**src/rtl/biquad_pkg.sv**
```systemverilog
package biquad_pkg;

    localparam int DATA_W    = 16;
    localparam int COEF_W    = 16;
    localparam int COEF_FRAC = 14;
    localparam int ACC_W     = DATA_W + COEF_W;
    localparam int RND_W     = ACC_W + 1;
    localparam int NUM_TAPS  = 5;
    localparam int NUM_FF    = 3;
    localparam int ADDR_W    = 3;
    localparam int ATT_W     = 2;

    typedef logic signed [DATA_W-1:0] sample_t;
    typedef logic signed [COEF_W-1:0] coef_t;
    typedef logic signed [ACC_W-1:0]  acc_t;
    typedef logic signed [RND_W-1:0]  rnd_t;

    typedef enum logic [ADDR_W-1:0] {
        TAP_B0 = ADDR_W'(0),
        TAP_B1 = ADDR_W'(1),
        TAP_B2 = ADDR_W'(2),
        TAP_A1 = ADDR_W'(3),
        TAP_A2 = ADDR_W'(4)
    } tap_e;

    typedef struct packed {
        coef_t b0;
        coef_t b1;
        coef_t b2;
        coef_t a1;
        coef_t a2;
    } coef_set_t;

    typedef struct packed {
        sample_t x1;
        sample_t x2;
        sample_t y1;
        sample_t y2;
    } hist_t;

    typedef struct packed {
        sample_t y;
        logic    clip;
    } qres_t;

    localparam sample_t SAMPLE_MAX = sample_t'({1'b0, {(DATA_W-1){1'b1}}});
    localparam sample_t SAMPLE_MIN = sample_t'({1'b1, {(DATA_W-1){1'b0}}});

    // Round half up, drop fraction bits, clamp to the sample range.
    function automatic qres_t round_sat(acc_t a);
        rnd_t  r;
        rnd_t  hi;
        rnd_t  lo;
        qres_t q;
        r  = rnd_t'(a) + (rnd_t'(1) <<< (COEF_FRAC - 1));
        r  = r >>> COEF_FRAC;
        hi = rnd_t'(SAMPLE_MAX);
        lo = rnd_t'(SAMPLE_MIN);
        if (r > hi) begin
            q.y    = SAMPLE_MAX;
            q.clip = 1'b1;
        end else if (r < lo) begin
            q.y    = SAMPLE_MIN;
            q.clip = 1'b1;
        end else begin
            q.y    = r[DATA_W-1:0];
            q.clip = 1'b0;
        end
        return q;
    endfunction

endpackage

```
**src/rtl/biquad_coef_bank.sv**
```systemverilog
module biquad_coef_bank
    import biquad_pkg::*;
(
    input  logic              clk,
    input  logic              rst,
    input  logic              cfg_we,
    input  logic [ADDR_W-1:0] cfg_addr,
    input  coef_t             cfg_data,
    output coef_set_t         coefs
);

    coef_t bank [NUM_TAPS];
    tap_e  sel;

    assign sel = tap_e'(cfg_addr);

    for (genvar g = 0; g < NUM_TAPS; g++) begin : g_tap
        always_ff @(posedge clk) begin
            if (rst) begin
                bank[g] <= '0;
            end else if (cfg_we && (sel == tap_e'(g))) begin
                bank[g] <= cfg_data;
            end
        end
    end

    assign coefs.b0 = bank[TAP_B0];
    assign coefs.b1 = bank[TAP_B1];
    assign coefs.b2 = bank[TAP_B2];
    assign coefs.a1 = bank[TAP_A1];
    assign coefs.a2 = bank[TAP_A2];


    coef_hold_chk: assert property (@(posedge clk) disable iff (rst)
        !cfg_we |=> $stable(coefs));


    coef_badaddr_chk: assert property (@(posedge clk) disable iff (rst)
        (cfg_we && (cfg_addr >= ADDR_W'(NUM_TAPS))) |=> $stable(coefs));

endmodule

```
**src/rtl/biquad_mac.sv**
```systemverilog
module biquad_mac
    import biquad_pkg::*;
(
    input  logic      clk,
    input  logic      rst,
    input  logic      in_valid,
    input  sample_t   x_cur,
    input  hist_t     hist,
    input  coef_set_t coefs,
    output acc_t      acc,
    output logic      acc_valid
);

    sample_t opnd [NUM_TAPS];
    coef_t   cval [NUM_TAPS];
    acc_t    prod_q [NUM_TAPS];

    assign opnd[0] = x_cur;
    assign opnd[1] = hist.x1;
    assign opnd[2] = hist.x2;
    assign opnd[3] = hist.y1;
    assign opnd[4] = hist.y2;

    assign cval[0] = coefs.b0;
    assign cval[1] = coefs.b1;
    assign cval[2] = coefs.b2;
    assign cval[3] = coefs.a1;
    assign cval[4] = coefs.a2;

    for (genvar g = 0; g < NUM_TAPS; g++) begin : g_mul
        always_ff @(posedge clk) begin
            if (rst) begin
                prod_q[g] <= '0;
            end else if (in_valid) begin
                prod_q[g] <= acc_t'(opnd[g]) * acc_t'(cval[g]);
            end
        end
    end

    always_ff @(posedge clk) begin
        if (rst) acc_valid <= 1'b0;
        else     acc_valid <= in_valid;
    end

    // Wrapping sum: feedforward terms added, feedback terms subtracted.
    always_comb begin
        acc = '0;
        for (int i = 0; i < NUM_TAPS; i++) begin
            if (i < NUM_FF) acc = acc + prod_q[i];
            else            acc = acc - prod_q[i];
        end
    end


    acc_pulse_chk: assert property (@(posedge clk) disable iff (rst)
        acc_valid |=> !acc_valid);

endmodule

```
**src/rtl/biquad_quant.sv**
```systemverilog
module biquad_quant
    import biquad_pkg::*;
(
    input  acc_t    acc,
    output sample_t y,
    output logic    clip
);

    qres_t q;

    always_comb begin
        q    = round_sat(acc);
        y    = q.y;
        clip = q.clip;
    end


    always_comb begin
        quant_code_chk: assert (!clip || (y == SAMPLE_MAX) || (y == SAMPLE_MIN));
    end

endmodule

```
**src/rtl/biquad_sat_df1.sv**
```systemverilog
module biquad_sat_df1
    import biquad_pkg::*;
(
    input  logic              clk,
    input  logic              rst,
    input  logic              in_valid,
    input  logic [DATA_W-1:0] in_sample,
    input  logic [ATT_W-1:0]  atten,
    input  logic              cfg_we,
    input  logic [ADDR_W-1:0] cfg_addr,
    input  logic [COEF_W-1:0] cfg_data,
    output logic              out_valid,
    output logic [DATA_W-1:0] out_sample,
    output logic              clip
);

    coef_set_t coefs;
    hist_t     hist;
    sample_t   in_s;
    sample_t   x_att;
    acc_t      acc;
    logic      acc_valid;
    sample_t   yq;
    logic      yq_clip;
    sample_t   out_q;

    assign in_s  = sample_t'(in_sample);
    assign x_att = in_s >>> atten;

    biquad_coef_bank u_coef (
        .clk      (clk),
        .rst      (rst),
        .cfg_we   (cfg_we),
        .cfg_addr (cfg_addr),
        .cfg_data (coef_t'(cfg_data)),
        .coefs    (coefs)
    );

    biquad_mac u_mac (
        .clk       (clk),
        .rst       (rst),
        .in_valid  (in_valid),
        .x_cur     (x_att),
        .hist      (hist),
        .coefs     (coefs),
        .acc       (acc),
        .acc_valid (acc_valid)
    );

    biquad_quant u_quant (
        .acc  (acc),
        .y    (yq),
        .clip (yq_clip)
    );

    // Input history moves with each accepted sample.
    always_ff @(posedge clk) begin
        if (rst) begin
            hist.x1 <= '0;
            hist.x2 <= '0;
        end else if (in_valid) begin
            hist.x1 <= x_att;
            hist.x2 <= hist.x1;
        end
    end

    // Output history and output registers move with each finished sum.
    always_ff @(posedge clk) begin
        if (rst) begin
            hist.y1   <= '0;
            hist.y2   <= '0;
            out_q     <= '0;
            out_valid <= 1'b0;
            clip      <= 1'b0;
        end else begin
            out_valid <= acc_valid;
            clip      <= acc_valid & yq_clip;
            if (acc_valid) begin
                hist.y1 <= yq;
                hist.y2 <= hist.y1;
                out_q   <= yq;
            end
        end
    end

    assign out_sample = out_q;


    in_spacing_chk: assert property (@(posedge clk) disable iff (rst)
        in_valid |=> !in_valid);


    out_latency_chk: assert property (@(posedge clk) disable iff (rst)
        in_valid |-> ##2 out_valid);


    clip_code_chk: assert property (@(posedge clk) disable iff (rst)
        clip |-> (out_valid && ((out_q == SAMPLE_MAX) || (out_q == SAMPLE_MIN))));


    xhist_shift_chk: assert property (@(posedge clk) disable iff (rst)
        in_valid |=> (hist.x2 == $past(hist.x1)));


    xhist_hold_chk: assert property (@(posedge clk) disable iff (rst)
        !in_valid |=> ($stable(hist.x1) && $stable(hist.x2)));


    yhist_fb_chk: assert property (@(posedge clk) disable iff (rst)
        out_valid |-> ((hist.y1 == out_q) && (hist.y2 == $past(hist.y1))));

endmodule

```
**config.mk**
```make
export PLATFORM = sky130hd
export DESIGN_NAME = biquad_sat_df1
export DESIGN_NICKNAME = d
export VERILOG_FILES = /design/src/rtl/biquad_pkg.sv /design/src/rtl/biquad_coef_bank.sv /design/src/rtl/biquad_mac.sv /design/src/rtl/biquad_quant.sv /design/src/rtl/biquad_sat_df1.sv
export SDC_FILE = /design/constraint.sdc
export NUM_CORES = 2
export LEC_CHECK = 0
export CORE_UTILIZATION = 60
export DETAILED_ROUTE_END_ITERATION = 12
export GPL_TIMING_DRIVEN = 0
export PLACE_DENSITY = 0.76
export SLEW_MARGIN = 20
export SYNTH_ARGS = -nofsm -noshare
export SYNTH_HDL_FRONTEND = slang
export SYNTH_SLANG_ARGS = --single-unit
```
**constraint.sdc**
```tcl
create_clock -name clk -period 10 [get_ports clk]
set_input_delay 1.5 -clock clk [delete_from_list [all_inputs] [get_ports clk]]
set_output_delay 1.5 -clock clk [all_outputs]
set_load 0.05 [all_outputs]
```
# == Word level (Yosys, flattened, before mapping) ==
# Memory sizes are Yosys's and may differ from the RTL's.
# Index checks and enable logic that the tools add are counted.
# totals
ff_bits,67
mem_bits_rw,240
in_bits,41
out_inout_bits,18
wordCells,75
memories,2
# memory_table
memory,words,width,rd,rd_clocked_by_memory_dff,wr,line,rtl
u_mac.prod_q,5,32,5,0,5,biquad_mac.sv:16,acc_t prod_q [NUM_TAPS];
u_coef.bank,5,16,5,0,5,biquad_coef_bank.sv:12,coef_t bank [NUM_TAPS];
# op_classes
add_sub_neg,5
mul,5
magnitude_cmp,2
eq_ne,4
shifts,1
mux,32
bitwise,11
reduce_logical,6
# op_table
op,count
$mul 16x16->32,5
$mux 32,5
$mux 16,5
$add 32x32->32,2
$sub 32x32->32,2
$mux 17,2
$add 32x15->33 const B,1
$mux 1,20
$gt 19x16->1 const B,1
$lt 19x16->1 const B,1
$sshr 16x2->16,1
$or 1x1->1,10
$eq 3x2->1 const B,2
$logic_and 1x1->1,5
$eq 3x1->1 const B,1
$eq 3x3->1 const B,1
$logic_not 3->1,1
$and 1x1->1,1

# == Depth between registers and ports, before layout ==
# logic_depth
word_depth,9
depth_mapped,30
depth_no_buf,27

# == Modules after synthesis ==
# From an unflattened synthesis, not the netlist that was laid out.
# hier_totals
cells_unflattened,6654
area_unflattened_um2,64486.8
# by_module_without_submodules
mod,instances,cells_each,area_each_um2
biquad_mac,1,6069,57956.8
biquad_coef_bank,1,201,3059.2
biquad_sat_df1,1,302,2919.0
biquad_quant,1,82,551.8

# == Worst setup path after synthesis ==
# OpenSTA, ideal clock, no wires.
# synth_timing
kind,input to register
startpoint,input port atten[0]
endpoint,"memory u_mac.prod_q[0][31] (netlist bit), data pin"
setup_time_ns,0.266
arrival_ns,8.333
path_slack_ns,1.401
stages,28
path_buffers,3
path_cell_list,clkbuf_1 buf_1 mux2i_1 a21oi_1 clkbuf_1 nand2_1 fa_1 inv_1 fa_1 inv_1 fa_1 inv_1 fa_1 inv_1 fa_1 inv_1 fa_1 ha_1 inv_1 nor3_1 and3_1 a211oi_1 o31ai_1 a221oi_1 a21oi_1 a31oi_1 xnor2_1 nor2_1
# synth_rtl
element,line,rtl
start: declaration,biquad_sat_df1.sv:8,"input logic [ATT_W-1:0] atten,"
end: declaration,biquad_mac.sv:16,

==> impl_metrics.env <==
export IMPL_ys_ff_latch=307
export IMPL_critPathMaxFanout=10
export IMPL_hp_class="reg -> reg"
export IMPL_final_cell_mix="inv_1, fa_1, nand2_1, and2_1, ha_1"
export IMPL_violations="DRC"
export IMPL_register_area_sq_mm=0.00855
export IMPL_outcome="complete, but fails checks"
export IMPL_gp_congestion=0.971
export IMPL_slowest_delay_ns=0.63
export IMPL_dp_cells=8084
export IMPL_fin_cells=8171
export IMPL_multi_input_area_sq_mm=0.0486
export IMPL_drtIter0Drc=4093
export IMPL_cts_root_buf="clkbuf_16"
export IMPL_synth_edf_count=240
export IMPL_slew_violations=0
export IMPL_finalHoldViolCount=0
export IMPL_yosysUniqueCellTypes=84
export IMPL_period_needed_ns=9.54
export IMPL_finalSetupViolCount=0
export IMPL_grt_pass1_vias=49319
export IMPL_required_ns=10.28
export IMPL_path_class="in -> reg"
export IMPL_die_h_um=329
export IMPL_synth_ff_type="edfxtp_1"
export IMPL_wl_per_cell_um=21.5
export IMPL_worstSkewPairLatency_ns=0.58
export IMPL_core_sq_mm=0.106
export IMPL_netlist_instances=6635
export IMPL_vias=46379
export IMPL_place_hpwl_um=147000
export IMPL_tightest_slew_ns=1.24
export IMPL_async_flop_share_pct=0
export IMPL_area_delta_synth_final_pct=5.69
export IMPL_cp_slowest_cell="a21oi_2"
export IMPL_layout_drive_gt1_share_pct=1.92
export IMPL_rr_worst_depth=25
export IMPL_std_cell_rows=119
export IMPL_initial_core_util_pct=60.7
export IMPL_die_width_um=329
export IMPL_syn_nets=8519
export IMPL_max_freq_mhz=105
export IMPL_synth_top_area_share_pct=43.7
export IMPL_final_area_sq_mm=0.0678
export IMPL_clk_pin_slew_ns=0.06
export IMPL_port_buffers=55
export IMPL_wl_um=176000
export IMPL_critPathLaunchType="input port"
export IMPL_worstPathArrival_ns=9.82
export IMPL_layout_commonest_cell="inv_1"
export IMPL_r2r_end="u_mac.prod_q[1][30]"
export IMPL_rrSetupSlack_ns=1.29
export IMPL_cts_sinks=307
export IMPL_drt_pass1_iterations=9
export IMPL_io_pins=59
export IMPL_path_buf_inv=9
export IMPL_hold_end="hist[35]"
export IMPL_crit_family="adder cells"
export IMPL_overflow=0
export IMPL_rsz0062_at_grt="no"
export IMPL_cts_buffers=35
export IMPL_finalCritPeriodShare_pct=95.4
export IMPL_cts_buffer_depth=3
export IMPL_ys_warnings_count=0
export IMPL_avgSynthCellArea_sq_um=9.67
export IMPL_die_area_sq_mm=0.108
export IMPL_grt_start_max_net_pins=57
export IMPL_syn_area_sq_mm=0.0642
export IMPL_maxSlewHeadroom_pct=17.5
export IMPL_crit_path_end_kind="flop"
export IMPL_r2r_start="hist[58]"
export IMPL_post_cts_setup_buffers=0
export IMPL_worstHoldStart="hist[35]"
export IMPL_cts_tree="done"
export IMPL_whs_path_depth=2
export IMPL_cap_viol_max_count=0
export IMPL_drc_errors=12
export IMPL_seq_area_frac_synth_pct=13.3
export IMPL_yosys_top_cells_area="fa_1, edfxtp_1, inv_1"
export IMPL_nFillCells=8596
export IMPL_grt_first_pass_wirelength_um=278000
export IMPL_antenna_found_initial=13
export IMPL_finalClockSkew_ns=0.0279
export IMPL_final_nets=8614
export IMPL_grt_use_total_pct=34.1
export IMPL_antenna_left=0
export IMPL_via_per_inst=5.68
export IMPL_htree_levels=2
export IMPL_synth_top_cell_by_area="fa_1"
export IMPL_placed_area_sq_mm=0.0665
[how the worst max path moves through the flow]
stage                                endpoint  cells past startpoint  startpoint
final                     u_mac.prod_q[0][31]                     28    atten[0]
after global routing      u_mac.prod_q[0][31]                     28    atten[0]
after CTS                 u_mac.prod_q[0][31]                     28    atten[0]
after detailed placement  u_mac.prod_q[0][31]                     28    atten[0]
after global placement    u_mac.prod_q[0][31]                     28    atten[0]
after floorplan           u_mac.prod_q[0][31]                     28    atten[0]
[worst register-to-register path, stage by stage (launching register included)]
cell,delay (ns)
dfxtp_1,0.31
clkbuf_1,0.68
clkbuf_1,0.62
nand2_1,0.18
fa_1,0.57
inv_1,0.06
fa_1,0.54
inv_1,0.05
fa_1,0.48
fa_1,0.55
inv_1,0.05
fa_1,0.47
inv_1,0.05
fa_1,0.47
inv_1,0.04
ha_1,0.30
a21o_1,0.17
a21o_1,0.17
a21o_1,0.22
a221oi_1,0.35
o311ai_0,0.18
o21ai_0,0.29
o31ai_1,0.25
o41ai_1,0.55
o21ai_0,0.30
o211ai_1,0.52
[per-stage QoR]
| stage | hold WS [ns] | setup WS [ns] | setup TNS, ns | util, % |
|---|---|---|---|---|
| 6_report | 0.673 | 0.458 | 0 | 64.2 |
| 5_1_grt | 0.706 | 0.0537 | 0 | 64.1 |
| 4_1_cts | 0.663 | 0.222 | 0 | 64.1 |
| 3_5_place_dp | 0.649 | -0.639 | -4.17 | 63.0 |
| 3_3_place_gp | 0.637 | -0.505 | -2.79 | 62.9 |
| 2_1_floorplan | 0.519 | 1.40 | 0 | - |
[sequential cells by signal (all words and copies together), names as in the netlist]
name / flops
u_coef.bank: 80
u_mac.acc_valid: 1
u_mac.prod_q: 160
clip: 1
out_valid: 1
out_sample: 16
hist: 48
[logic make-up (layout without fill, tap and decap cells)]
family                     after synthesis  count (layout)  synth area share, %
buffers and inverters                 1848            1970                 10.9
DFF                                    307             307                 13.3
muxes                                   68              68                 1.28
and+or+nand+nor                       1922            1922                 14.7
other                                    0              23                    0
xor gates and xnor gates               190             190                 2.59
adders and majority gates             1843            1843                 52.3
AOI/OAI and AO/OA                      457             457                 4.83
[routing by layer]
| metal | GRT usage (%) | vias up | share of wire [%] |
|---|---|---|---|
| met5 | 0 | - | 0 |
| met4 | 15.0 | 0 | 5.1 |
| met1 | 45.7 | 23620 | 39 |
| met2 | 55.0 | 2192 | 47 |
| li1 | - | 20082 | - |
| met3 | 5.90 | 485 | 9.3 |
[cell usage after synthesis (32+ instances only)]
master    instances
a211oi_1         33
a21o_1           77
a21oi_1         125
and2_1          595
clkbuf_1        229
dfxtp_1          67
edfxtp_1        240
fa_1           1401
ha_1            442
inv_1          1594
mux2i_1          54
nand2_1         788
nand2b_1         90
nand3_1          32
nor2_1          245
nor3_1           45
o21ai_0          55
xnor2_1         131
xor2_1           59
[final cells by class]
| type | count | area share (%) |
|---|---|---|
| clock buffers | 46 | 1.52 |
| flip-flops and latches | 307 | 12.6 |
| repair buffers | 58 | 0.933 |
| multi-input cells | 4480 | 71.7 |
| well taps | 1391 | 2.57 |
| diodes | 23 | 0.0849 |
| inverters | 1594 | 8.82 |
| clock inverters | 18 | 0.245 |
| plain buffers | 254 | 1.53 |
[timing repair]
item | in CTS | in global routing
endpoints found under the setup margin | 2 | 6
hold buffers | 0 | 0
gates cloned | 0 | 0
resized for setup | 2 | 5
Power is left out: the tool's default activity adds up to more than one toggle a clock period on the data nets, which glitch-free logic cannot reach.
